==> config.mk <==
export PLATFORM = sky130hd
export DESIGN_NAME = crc_scan_ctrl
export DESIGN_NICKNAME = d
export VERILOG_FILES = /design/src/rtl/crc_scan_pkg.sv /design/src/rtl/crc_scan_engine.sv /design/src/rtl/crc_scan_regs.sv /design/src/rtl/crc_scan_ctrl.sv
export SDC_FILE = /design/constraint.sdc
export NUM_CORES = 1
export LEC_CHECK = 0
export CORE_ASPECT_RATIO = 0.7
export CORE_MARGIN = 3
export CORE_UTILIZATION = 60
export CTS_BUF_LIST = sky130_fd_sc_hd__clkbuf_4 sky130_fd_sc_hd__clkbuf_8
export DETAILED_ROUTE_END_ITERATION = 12
export DONT_BUFFER_PORTS = 1
export PLACE_DENSITY = 0.85
export SETUP_SLACK_MARGIN = 0.2
export SYNTH_ARGS = -nofsm -noshare
export SYNTH_HDL_FRONTEND = slang
export SYNTH_SLANG_ARGS = --single-unit
==> constraint.sdc <==
create_clock -name clk -period 4.65 [get_ports clk]
set_input_delay 0.93 -clock clk [delete_from_list [all_inputs] [get_ports clk]]
set_output_delay 0.93 -clock clk [all_outputs]
set_load 0.1 [all_outputs]
==> src/rtl/crc_scan_pkg.sv <==
package crc_scan_pkg;

  localparam int unsigned REG_W     = 8;
  localparam int unsigned CRC_W     = 16;
  localparam logic [CRC_W-1:0] CRC_SEED = 16'hFFFF;
  localparam logic [CRC_W-1:0] CRC_POLY = 16'h1021;

  // bit positions inside the control and status words
  localparam int unsigned CTL_START_BIT = 0;
  localparam int unsigned CTL_ARM_BIT   = 1;
  localparam int unsigned CTL_CLR_BIT   = 7;
  localparam int unsigned ST_BUSY_BIT   = 0;
  localparam int unsigned ST_OK_BIT     = 1;

  typedef enum logic [1:0] {
    RSEL_CTRL = 2'd0,
    RSEL_AUX  = 2'd1,
    RSEL_STAT = 2'd2,
    RSEL_NONE = 2'd3
  } reg_sel_e;

  // one byte into the CRC, MSB first
  function automatic logic [CRC_W-1:0] crc16_byte(input logic [CRC_W-1:0] cur,
                                                  input logic [7:0] data);
    logic [CRC_W-1:0] r;
    r = cur ^ {data, 8'h00};
    for (int i = 0; i < 8; i++) begin
      r = r[CRC_W-1] ? ((r << 1) ^ CRC_POLY) : (r << 1);
    end
    return r;
  endfunction

endpackage

==> src/rtl/crc_scan_engine.sv <==
module crc_scan_engine
  import crc_scan_pkg::*;
#(
  parameter int unsigned ADDR_W    = 8,
  parameter int unsigned LAST_ADDR = 63
) (
  input  logic              clk,
  input  logic              rst_n,
  input  logic              start_i,
  input  logic              abort_i,
  input  logic [7:0]        mem_data_i,
  output logic [ADDR_W-1:0] mem_addr_o,
  output logic              mem_rd_o,
  output logic              busy_o,
  output logic              done_o,
  output logic              pass_o
);

  localparam logic [ADDR_W-1:0] LAST_A = ADDR_W'(LAST_ADDR);

  logic [ADDR_W-1:0] addr_q;
  logic [CRC_W-1:0]  crc_q;
  logic [CRC_W-1:0]  crc_nxt;
  logic              busy_q;
  logic              at_last;

  assign crc_nxt    = crc16_byte(crc_q, mem_data_i);
  assign at_last    = (addr_q == LAST_A);
  assign mem_addr_o = addr_q;
  assign mem_rd_o   = busy_q;
  assign busy_o     = busy_q;
  // a restart or an abort in the last cycle discards the result
  assign done_o     = busy_q && at_last && !abort_i && !start_i;
  assign pass_o     = (crc_nxt == '0);

  always_ff @(posedge clk or negedge rst_n) begin
    if (!rst_n) begin
      busy_q <= 1'b0;
      addr_q <= '0;
      crc_q  <= CRC_SEED;
    end else if (abort_i) begin
      busy_q <= 1'b0;
    end else if (start_i) begin
      busy_q <= 1'b1;
      addr_q <= '0;
      crc_q  <= CRC_SEED;
    end else if (busy_q) begin
      crc_q <= crc_nxt;
      if (at_last) busy_q <= 1'b0;
      else         addr_q <= addr_q + 1'b1;
    end
  end

endmodule

==> src/rtl/crc_scan_regs.sv <==
module crc_scan_regs
  import crc_scan_pkg::*;
(
  input  logic             clk,
  input  logic             rst_n,
  input  logic             wr_en,
  input  logic [1:0]       wr_sel,
  input  logic [REG_W-1:0] wr_data,
  input  logic [1:0]       rd_sel,
  output logic [REG_W-1:0] rd_data,
  input  logic             busy_i,
  input  logic             done_i,
  input  logic             pass_i,
  output logic             start_o,
  output logic             clear_o,
  output logic             nmi_o,
  output logic             enable_o,
  output logic             arm_o,
  output logic             ok_o
);

  logic       enable_q, arm_q, ok_q, nmi_q, clr_q;
  logic [1:0] aux_q;
  logic       ctrl_wr, clr_req, arm_set, aux_wr;

  // the control word is frozen once an interrupt has fired
  assign ctrl_wr = wr_en && (reg_sel_e'(wr_sel) == RSEL_CTRL) && !nmi_q;
  assign clr_req = ctrl_wr && wr_data[CTL_CLR_BIT] && (!arm_q || !busy_i);
  assign arm_set = ctrl_wr && wr_data[CTL_ARM_BIT] && !busy_i;
  assign start_o = ctrl_wr && wr_data[CTL_START_BIT] && !clr_req && !clr_q;
  assign aux_wr  = wr_en && (reg_sel_e'(wr_sel) == RSEL_AUX);
  assign clear_o = clr_q;
  assign nmi_o   = nmi_q;
  assign enable_o = enable_q;
  assign arm_o   = arm_q;
  assign ok_o    = ok_q;

  always_ff @(posedge clk or negedge rst_n) begin
    if (!rst_n) begin
      enable_q <= 1'b0;
      arm_q    <= 1'b0;
      ok_q     <= 1'b0;
      nmi_q    <= 1'b0;
      clr_q    <= 1'b0;
      aux_q    <= '0;
    end else begin
      clr_q <= clr_req;
      if (arm_set) arm_q <= 1'b1;
      if (done_i && !pass_i && arm_q) nmi_q <= 1'b1;
      if (clr_q) begin
        enable_q <= 1'b0;
        ok_q     <= 1'b0;
        aux_q    <= '0;
      end else begin
        if (aux_wr) aux_q <= wr_data[1:0];
        if (start_o) begin
          enable_q <= 1'b1;
          ok_q     <= 1'b0;
        end else if (done_i) begin
          ok_q <= pass_i;
        end
      end
    end
  end

  always_comb begin
    rd_data = '0;
    unique case (reg_sel_e'(rd_sel))
      RSEL_CTRL: begin
        rd_data[CTL_START_BIT] = enable_q;
        rd_data[CTL_ARM_BIT]   = arm_q;
      end
      RSEL_AUX:  rd_data[1:0] = aux_q;
      RSEL_STAT: begin
        rd_data[ST_BUSY_BIT] = busy_i;
        rd_data[ST_OK_BIT]   = ok_q;
      end
      default:   rd_data = '0;
    endcase
  end

endmodule

==> src/rtl/crc_scan_ctrl.sv <==
module crc_scan_ctrl
  import crc_scan_pkg::*;
#(
  parameter int unsigned ADDR_W    = 8,
  parameter int unsigned LAST_ADDR = 63
) (
  input  logic              clk,
  input  logic              rst_n,
  input  logic              wr_en,
  input  logic [1:0]        wr_sel,
  input  logic [7:0]        wr_data,
  input  logic [1:0]        rd_sel,
  output logic [7:0]        rd_data,
  output logic [ADDR_W-1:0] mem_addr,
  output logic              mem_rd,
  input  logic [7:0]        mem_data,
  output logic              nmi
);

  // named internal events, observed by the bound checker
  logic start_w, clear_w, done_w, pass_w, busy_w;
  logic enable_w, arm_w, ok_w;

  crc_scan_regs u_regs (
    .clk      (clk),
    .rst_n    (rst_n),
    .wr_en    (wr_en),
    .wr_sel   (wr_sel),
    .wr_data  (wr_data),
    .rd_sel   (rd_sel),
    .rd_data  (rd_data),
    .busy_i   (busy_w),
    .done_i   (done_w),
    .pass_i   (pass_w),
    .start_o  (start_w),
    .clear_o  (clear_w),
    .nmi_o    (nmi),
    .enable_o (enable_w),
    .arm_o    (arm_w),
    .ok_o     (ok_w)
  );

  crc_scan_engine #(
    .ADDR_W    (ADDR_W),
    .LAST_ADDR (LAST_ADDR)
  ) u_engine (
    .clk        (clk),
    .rst_n      (rst_n),
    .start_i    (start_w),
    .abort_i    (clear_w),
    .mem_data_i (mem_data),
    .mem_addr_o (mem_addr),
    .mem_rd_o   (mem_rd),
    .busy_o     (busy_w),
    .done_o     (done_w),
    .pass_o     (pass_w)
  );

endmodule

==> results of run 1 <==
[worst paths after layout]
| path | start | end | slack [ps] | cells past startpoint |
|---|---|---|---|---|
| min in group clk | u_engine.crc_q[4] | u_engine.crc_q[4] | 510 | 2 |
| worst max-delay path | u_engine.busy_o | rd_data[0] | 1790 | 3 |
| worst min-delay path | rst_n | u_engine.mem_addr_o[3] | 340 | 0 |
| max in group asynchronous | rst_n | u_engine.crc_q[0] | 4130 | 0 |
| worst min register to register | u_engine.crc_q[4] | u_engine.crc_q[4] | 510 | 2 |
| worst max register to register | u_engine.mem_addr_o[0] | u_regs.nmi_o | 2050 | 5 |
[layer usage]
metal,track usage,vias to the layer above,share of wire
met5,0,-,0
met4,0.0361,0,0.0043
met3,0.0835,3,0.082
met2,0.284,31,0.45
met1,0.286,632,0.46
li1,-,607,-
[worst register-to-register path, cell delays in order (launching register included)]
cell	delay, ps
dfrtp_1	1030
ha_1	400
or3b_1	450
nor3_1	310
and3_2	240
o22a_1	120
[stage by stage]
stage	hold WS, ps	worst slack, ps	area [um^2]	cells	power (uW)
6_report	342	1790	2000	215	1750
3_3_place_gp	492	1830	1920	207	1510
5_1_grt	321	1720	2000	215	1870
3_5_place_dp	499	1820	1920	207	1540
2_1_floorplan	481	450	1950	182	1420
4_1_cts	336	1780	2000	215	1770
[logic make-up (layout without fill, tap and decap cells)]
kind of cell | count (synthesis) | count (layout) | share of synthesized area
other | 1 | 6 | 0.00194
XOR/XNOR | 31 | 31 | 0.164
buffers and inverters | 15 | 12 | 0.0588
AO/OA/AOI/OAI | 28 | 28 | 0.131
multiplexers | 6 | 6 | 0.0310
flip-flops | 32 | 32 | 0.424
AND/OR/NAND/NOR | 63 | 63 | 0.183
adder cells (fa/ha/maj) | 1 | 1 | 0.00646
[power groups by stage]
stage | registers (uW) | logic, uW | clock network [uW]
floorplan | 776 | 643 | 0
global placement | 763 | 747 | 0
detailed placement | 773 | 772 | 0
CTS | 771 | 780 | 215
global route | 788 | 851 | 229
finish | 769 | 774 | 211
[layout by cell type (no fill, tap or decap), types with 4 or more instances in the layout]
master / count
o211ai_1: 7
conb_1: 6
clkbuf_8: 5
and4_1: 4
dfrtp_1: 16
dfstp_2: 16
nand3_1: 4
nor2_1: 11
xor2_1: 10
nand2_1: 20
xnor2_1: 16
mux2i_1: 6
o211ai_2: 8
[cell type report]
class / instances / area [um^2] / area share
inverters: 2 / 7.51 / 0.00375
clock inverters: 1 / 5.00 / 0.00250
clock buffers: 7 / 83.8 / 0.0418
multi-input cells: 135 / 1030 / 0.512
repair buffers: 2 / 15.0 / 0.00749
flip-flops and latches: 32 / 821 / 0.409
well taps: 36 / 45.0 / 0.0225
==> impl_metrics.json, run 1 <==
{
  "crit_buf_inv": 1,
  "p_clk_frac": 0.120,
  "firstDrtPassIters": 4,
  "yosysTopAreaCellShare": 0.217,
  "postCtsHoldBufs": 0,
  "die_w_um": 73.9,
  "period_share": 0.615,
  "finClkSkew_ps": 6.47,
  "hold_viol": 0,
  "syn2layout_area_growth_pct": 3.56,
  "min_path_type": "input port to async pin",
  "switching_power_uw": 865,
  "syn_area_mm2": 0.00194,
  "routed_via_density": 5.92,
  "core_mm2": 0.00294,
  "crit_family": "compound AO/OA/AOI/OAI gates",
  "dr.first_iter.drc_count": 131,
  "die_area_mm2": 0.00395,
  "cp_max_fo": 7,
  "comb_power_share": 0.441,
  "synth.distinct_cells": 47,
  "cp.arrival_ps": 1930,
  "start_util": 0.658,
  "io_buffer_count": 0,
  "grt_overflow": 0,
  "yosysMostFrequentCell": "nand2_1",
  "leakagePower_uw": 0.000846,
  "finalWirelength_um": 3500,
  "ir_drop_v": 0.000503,
  "grt_pass1_wl_um": 5870,
  "crit_slowest_cell": "o21ai_2",
  "grt_usage": 0.200,
  "clockBufferDepth": 2,
  "synth_enable_flop_cells": 0,
  "drcViolationCount": 0,
  "final_antenna_net_count": 0,
  "rsz0062_at_grt": "false",
  "slowest_delay_ps": 860,
  "cts-root-buf": "clkbuf_8",
  "worstSetupStartpointType": "flip-flop",
  "seq_power_share": 0.439,
  "antenna_found_initial": 0,
  "grt_pass1_vias": 1192,
  "path_cells": "buf_4, mux2i_1, o21ai_2",
  "fin_crit_ps": 2860,
  "finalSetupTns_ps": 0,
  "async_flop_share": 1.00,
  "maxCapViolations": 0,
  "cts_resized": 0,
  "powerDensity_mw_per_mm2": 875,
  "die_h_um": 53.5,
  "dr_total_vias": 1273,
  "finish.utilization": 0.681,
  "grt_max_degree": 36,
  "cts_buffers": 5,
  "wl_per_cell_um": 16.3,
  "timing.max_slew.rel_slack": 0.270,
  "switching_share": 0.494,
  "antennaDiodeCount": 0,
  "ys_ff_latch": 32,
  "layout-drive-gt1-share": 0.285,
  "htreeDepth": 2,
  "io_pins": 41,
  "cts.sinks": 32,
  "largest_reg_flops": 16,
  "yosysWarningCount": 0,
  "gp_congestion": 0.798,
  "internal-power_uw": 888,
  "hpwl_um": 2500,
  "fill_cells": 218,
  "drv_slew": 0,
  "yosys_most_used_dff": "dfstp_2",
  "top_register": "u_engine.crc_q",
  "clock_latency_ps": 280,
  "outcome": "finished clean",
  "endpoint_kind": "output pin",
  "cts_tree": "done",
  "finalSetupViolCount": 0,
  "synth_top_area_cell": "dfstp_2",
  "yosysSeqAreaShare": 0.424,
  "synth_cells": 177,
  "critPathKind": "flip-flop to output pin",
  "cts_setup_buffers": 0,
  "synth_area_leaders": "dfstp_2 22%, dfrtp_1 21%, xnor2_1 7.2%, o211ai_2 5.2%, xor2_1 4.5%",
  "nets": 202,
  "worstMarginPinSlew_ps": 1090,
  "rows": 16,
  "maxClockFrequency_mhz": 350,
  "syn_avg_cell_area_um2": 10.9,
  "clk_pin_slew_worst_paths_ps": 70,
  "synth_commonest_cells": "20 x nand2_1, 16 x dfrtp_1, 16 x dfstp_2, 16 x xnor2_1, 11 x nor2_1",
  "required_ps": 3720
}
No activity file was read; power rests on OpenSTA's default activity.
==> run 2, diff against run 1 <==
==> constraint.sdc (replaced) <==
create_clock -name clk -period 3 [get_ports clk]
set_input_delay 0.6 -clock clk [delete_from_list [all_inputs] [get_ports clk]]
set_output_delay 0.6 -clock clk [all_outputs]
set_load 0.1 [all_outputs]
==> run 2 against run 1 <==
Combinational power rose by 110%. Register-to-register slack lost 990 ps. Count of clock-buffer cells in the layout grew 1. Hold slack lost 330 ps. Cell area rose by 5.1%. Core utilization is 3.4 points higher. Global-route usage is 0.50 points higher. Power is 62% higher.
==> impl_metrics.json, run 2 (synthesized netlist as in run 1, its figures left out) <==
{
  "drv_slew": 0,
  "finClkSkew_ps": 4.62,
  "mostFrequentLayoutCells": "20 x nand2_1, 16 x xnor2_1, 16 x dfrtp_1, 16 x dfstp_2, 13 x buf_4",
  "fin_crit_ps": 1940,
  "htreeDepth": 2,
  "rsz0062_at_grt": "false",
  "die_area_mm2": 0.00395,
  "cp.arrival_ps": 2100,
  "gp_congestion": 0.800,
  "io_buffer_count": 0,
  "min_path_type": "input port to async pin",
  "clockBufferDepth": 2,
  "finish.utilization": 0.716,
  "cts-root-buf": "clkbuf_8",
  "clk_pin_slew_worst_paths_ps": 70,
  "final_area_mm2": 0.00211,
  "place_area_mm2": 0.00200,
  "finalWirelength_um": 3700,
  "cp_max_fo": 16,
  "worstMarginPinSlew_ps": 736,
  "timing.max_slew.rel_slack": 0.510,
  "critPathKind": "flip-flop to flip-flop",
  "nets": 214,
  "cts_buffers": 5,
  "required_ps": 3160,
  "hpwl_um": 2710,
  "rows": 16,
  "io_pins": 41,
  "finalSetupViolCount": 0,
  "maxClockFrequency_mhz": 514,
  "die_h_um": 53.5,
  "firstDrtPassIters": 4,
  "antenna_found_initial": 0,
  "grt_pass1_vias": 1293,
  "period_share": 0.648,
  "outcome": "finished clean",
  "grt_usage": 0.205,
  "grt_pass1_wl_um": 5980,
  "worstSetupStartpointType": "flip-flop",
  "top_register": "u_engine.crc_q",
  "maxCapViolations": 0,
  "clock_latency_ps": 280,
  "layout_commonest_cell": "nand2_1",
  "ir_drop_v": 0.000869,
  "antennaDiodeCount": 0,
  "powerDensity_mw_per_mm2": 1350,
  "layout-drive-gt1-share": 0.325,
  "syn2layout_area_growth_pct": 8.79,
  "drcViolationCount": 0,
  "wl_per_cell_um": 16.3,
  "dr_total_vias": 1312,
  "start_util": 0.658,
  "core_mm2": 0.00294,
  "dr.first_iter.drc_count": 80,
  "final_antenna_net_count": 0,
  "grt_max_degree": 33,
  "die_w_um": 73.9,
  "cts.sinks": 32,
  "routed_via_density": 5.78,
  "endpoint_kind": "flip-flop",
  "hold_viol": 0,
  "largest_reg_flops": 16,
  "r2r_cells": 5,
  "leakagePower_uw": 0.000910,
  "grt_overflow": 0,
  "cts_tree": "done"
}
## run 2: cell count changes in the layout (fill, tap and decap cells not counted), sizes merged
cell / before / now
buf: 2 / 13
clkinv: 1 / 0
clkbuf: 7 / 8
dlygate4sd3: 0 / 1
## run 2: stage by stage
stage               cells  power [uW]  hold WS (ps)  TNS, ps  worst slack [ps]
global route          227        3000          1.65        0               927
finish                227        2840          9.17        0              1060
detailed placement    218        2480           305        0              1050
CTS                   226        2850          5.76        0              1040
global placement      218        2410           305        0              1090
floorplan             182        2200           304     -127              -127
## run 2: path summary, 6_finish.rpt
path | slack, ps | to | startpoint
max | 1060 | u_engine.crc_q[8] | u_engine.busy_o
min | 9 | u_engine.mem_addr_o[0] | rst_n
max reg2reg | 1060 | u_engine.crc_q[8] | u_engine.busy_o
min reg2reg | 510 | u_engine.crc_q[7] | u_engine.crc_q[7]
max in group asynchronous | 1990 | u_engine.mem_addr_o[7] | rst_n
min in group clk | 480 | u_regs.aux_q[1] | wr_data[1]
## run 2: worst max-delay path, cell delays in order, from the launching register on
cell and delay [ps]:
dfrtp_1 410, buf_4 250, a21bo_2 260, nand3_2 110, or2_1 600, o211ai_1 200
## run 2: repair_timing
item	4_1_cts	5_1_grt
endpoints found under the hold margin	0	8
resized for setup	0	0
hold buffers	0	1
setup buffers	0	0
## run 2: cell type report
cell class,instances,area [um^2]
Timing Repair Buffer,14,108
Fill cell,210,837
Tap cell,36,45.0
Multi-Input combinational cell,135,1030
Sequential cell,32,821
Clock buffer,8,97.6
Inverter,2,7.51
## run 2: power breakdown
group	internal, uW	total [uW]	switching, uW
combinational	562	1620	1050
clock	205	359	153
sequential	702	863	161
total	1470	2840	1370
## run 2: routing by layer
| metal | track usage | share of wire | vias to the layer above |
|---|---|---|---|
| li1 | - | - | 631 |
| met1 | 0.264 | 0.48 | 643 |
| met2 | 0.324 | 0.44 | 33 |
| met3 | 0.0721 | 0.072 | 5 |
| met4 | 0.0633 | 0.0092 | 0 |
| met5 | 0 | 0 | - |
==> run 3, diff against run 2 <==
==> constraint.sdc (replaced) <==
create_clock -name clk -period 1.8 [get_ports clk]
set_input_delay 0.36 -clock clk [delete_from_list [all_inputs] [get_ports clk]]
set_output_delay 0.36 -clock clk [all_outputs]
set_load 0.1 [all_outputs]
==> run 3 against run 2 <==
Clock power increased by 70%. Via count increased by 15%. Core utilization increased by 11 points. Sequential share of layout area decreased by 3.9 points. Cell area increased by 15%. Worst setup slack got worse by 890 ps. First-iteration DRC count increased by 88%. Critical path type unchanged. Highest routed layer unchanged.
==> impl_metrics.json, run 3 (synthesized netlist as in run 1, its figures left out) <==
{
  "multiInputGateArea_mm2": 0.00120,
  "rows": 16,
  "leakagePower_uw": 0.000999,
  "cts_tree": "done",
  "finalNonFillerCells": 240,
  "grt_overflow": 0,
  "core_mm2": 0.00294,
  "worstSetupStartpointType": "flip-flop",
  "die_h_um": 53.5,
  "start_util": 0.658,
  "grt_pass1_wl_um": 6920,
  "die_w_um": 73.9,
  "period_share": 0.906,
  "critPathKind": "flip-flop to flip-flop",
  "dr_total_vias": 1515,
  "firstDrtPassIters": 4,
  "layout_commonest_cell": "buf_4",
  "grt_max_degree": 33,
  "top_register": "u_engine.crc_q",
  "largest_reg_flops": 16,
  "io_buffer_count": 0,
  "cts_buffers": 5,
  "die_area_mm2": 0.00395,
  "drv_slew": 0,
  "hold_viol": 0,
  "fin_crit_ps": 1630,
  "cp_max_fo": 8,
  "clk_pin_slew_worst_paths_ps": 70,
  "mostFrequentLayoutCells": "22 x buf_4, 20 x nand2_1, 16 x dfstp_2, 14 x xnor2_1, 11 x nor2_1",
  "rsz0062_at_grt": "true",
  "dpl.cell_count": 220,
  "finalWirelength_um": 4860,
  "endpoint_kind": "flip-flop",
  "dr.first_iter.drc_count": 150,
  "grt_usage": 0.241,
  "drcViolationCount": 0,
  "maxCapViolations": 0,
  "htreeDepth": 2,
  "io_pins": 41,
  "cts.sinks": 32,
  "antennaDiodeCount": 0,
  "gp_congestion": 0.834,
  "maxClockFrequency_mhz": 613,
  "finClkSkew_ps": 3.24,
  "hpwl_um": 2880,
  "wl_per_cell_um": 20.3,
  "worstMarginPinSlew_ps": 561,
  "timing.max_slew.rel_slack": 0.625,
  "syn2layout_area_growth_pct": 25.5,
  "nets": 227,
  "required_ps": 1970,
  "layout-drive-gt1-share": 0.505,
  "outcome": "finished clean",
  "cts-root-buf": "clkbuf_8",
  "finalSetupViolCount": 0,
  "clock_latency_ps": 290,
  "routed_via_density": 6.31,
  "ir_drop_v": 0.00130,
  "fill_cells": 148,
  "regArea_um2": 852,
  "powerDensity_mw_per_mm2": 2240,
  "min_path_type": "input port to flip-flop",
  "finalSetupTns_ps": 0,
  "cp.arrival_ps": 1800,
  "final_antenna_net_count": 0,
  "grt_pass1_vias": 1439,
  "antenna_found_initial": 0,
  "clockBufferDepth": 2
}
run 3: changes by cell type in the layout (fill, tap and decap cells not counted), moves of 3 or more:
cell,change
dfrtp_1,-11
dfrtp_4,+7
buf_4,+9
dfrtp_2,+4
o21ai_2,-3
mux2i_1,-3
o21ai_4,+3
run 3: cell type report:
type | instances | share of cell area
multi-input combinational | 136 | 0.493
sequential | 32 | 0.351
timing repair buffer | 26 | 0.0947
clock buffer | 8 | 0.0402
tap | 36 | 0.0185
inverter | 2 | 0.00309
run 3: metrics by stage:
step	area, um^2	power (uW)	hold WS [ps]	util	worst slack, ps
floorplan	2050	3800	64.4	-	9.02
global placement	2110	4190	65.9	0.718	72.5
detailed placement	2110	4300	65.2	0.718	42.2
CTS	2300	5070	227	0.781	190
global route	2430	5710	226	0.826	84.3
finish	2430	5430	227	0.826	169
run 3: critical path: stages (launching register included):
cell and delay [ps]:
dfrtp_1 370, buf_4 170, nor2b_1 460, nand4_1 240, xor2_1 210, nor2_1 50
run 3: final timing paths:
check	end	cells past startpoint	slack [ps]	start
setup reg to reg	u_engine.mem_addr_o[6]	5	170	u_regs.clear_o
hold / removal	u_regs.arm_o	1	230	wr_data[1]
setup / recovery	u_engine.mem_addr_o[6]	5	170	u_regs.clear_o
max in group asynchronous	u_engine.crc_q[9]	2	1030	rst_n
hold reg to reg	u_engine.crc_q[4]	2	520	u_engine.crc_q[4]
min in group asynchronous	u_engine.mem_addr_o[1]	2	520	rst_n
run 3: layer usage:
| metal | vias up | global-route usage | wire [um] |
|---|---|---|---|
| met5 | - | 0 | 0 |
| met3 | 18 | 0.0759 | 402 |
| li1 | 664 | - | - |
| met2 | 75 | 0.353 | 2300 |
| met1 | 758 | 0.317 | 2010 |
| met4 | 0 | 0.136 | 148 |
run 3: power breakdown:
part | switching [uW] | internal, uW | total (uW)
logic | 1990 | 1240 | 3230
registers | 367 | 1220 | 1590
clock network | 269 | 342 | 610
run 3: repair_timing:
action,in CTS,in global routing
endpoints found under the setup margin,21,18
pin swaps,3,7
cloned,0,1
endpoints found under the hold margin,32,0
buffers inserted,3,6
hold buffers,2,0
resized for setup,8,14
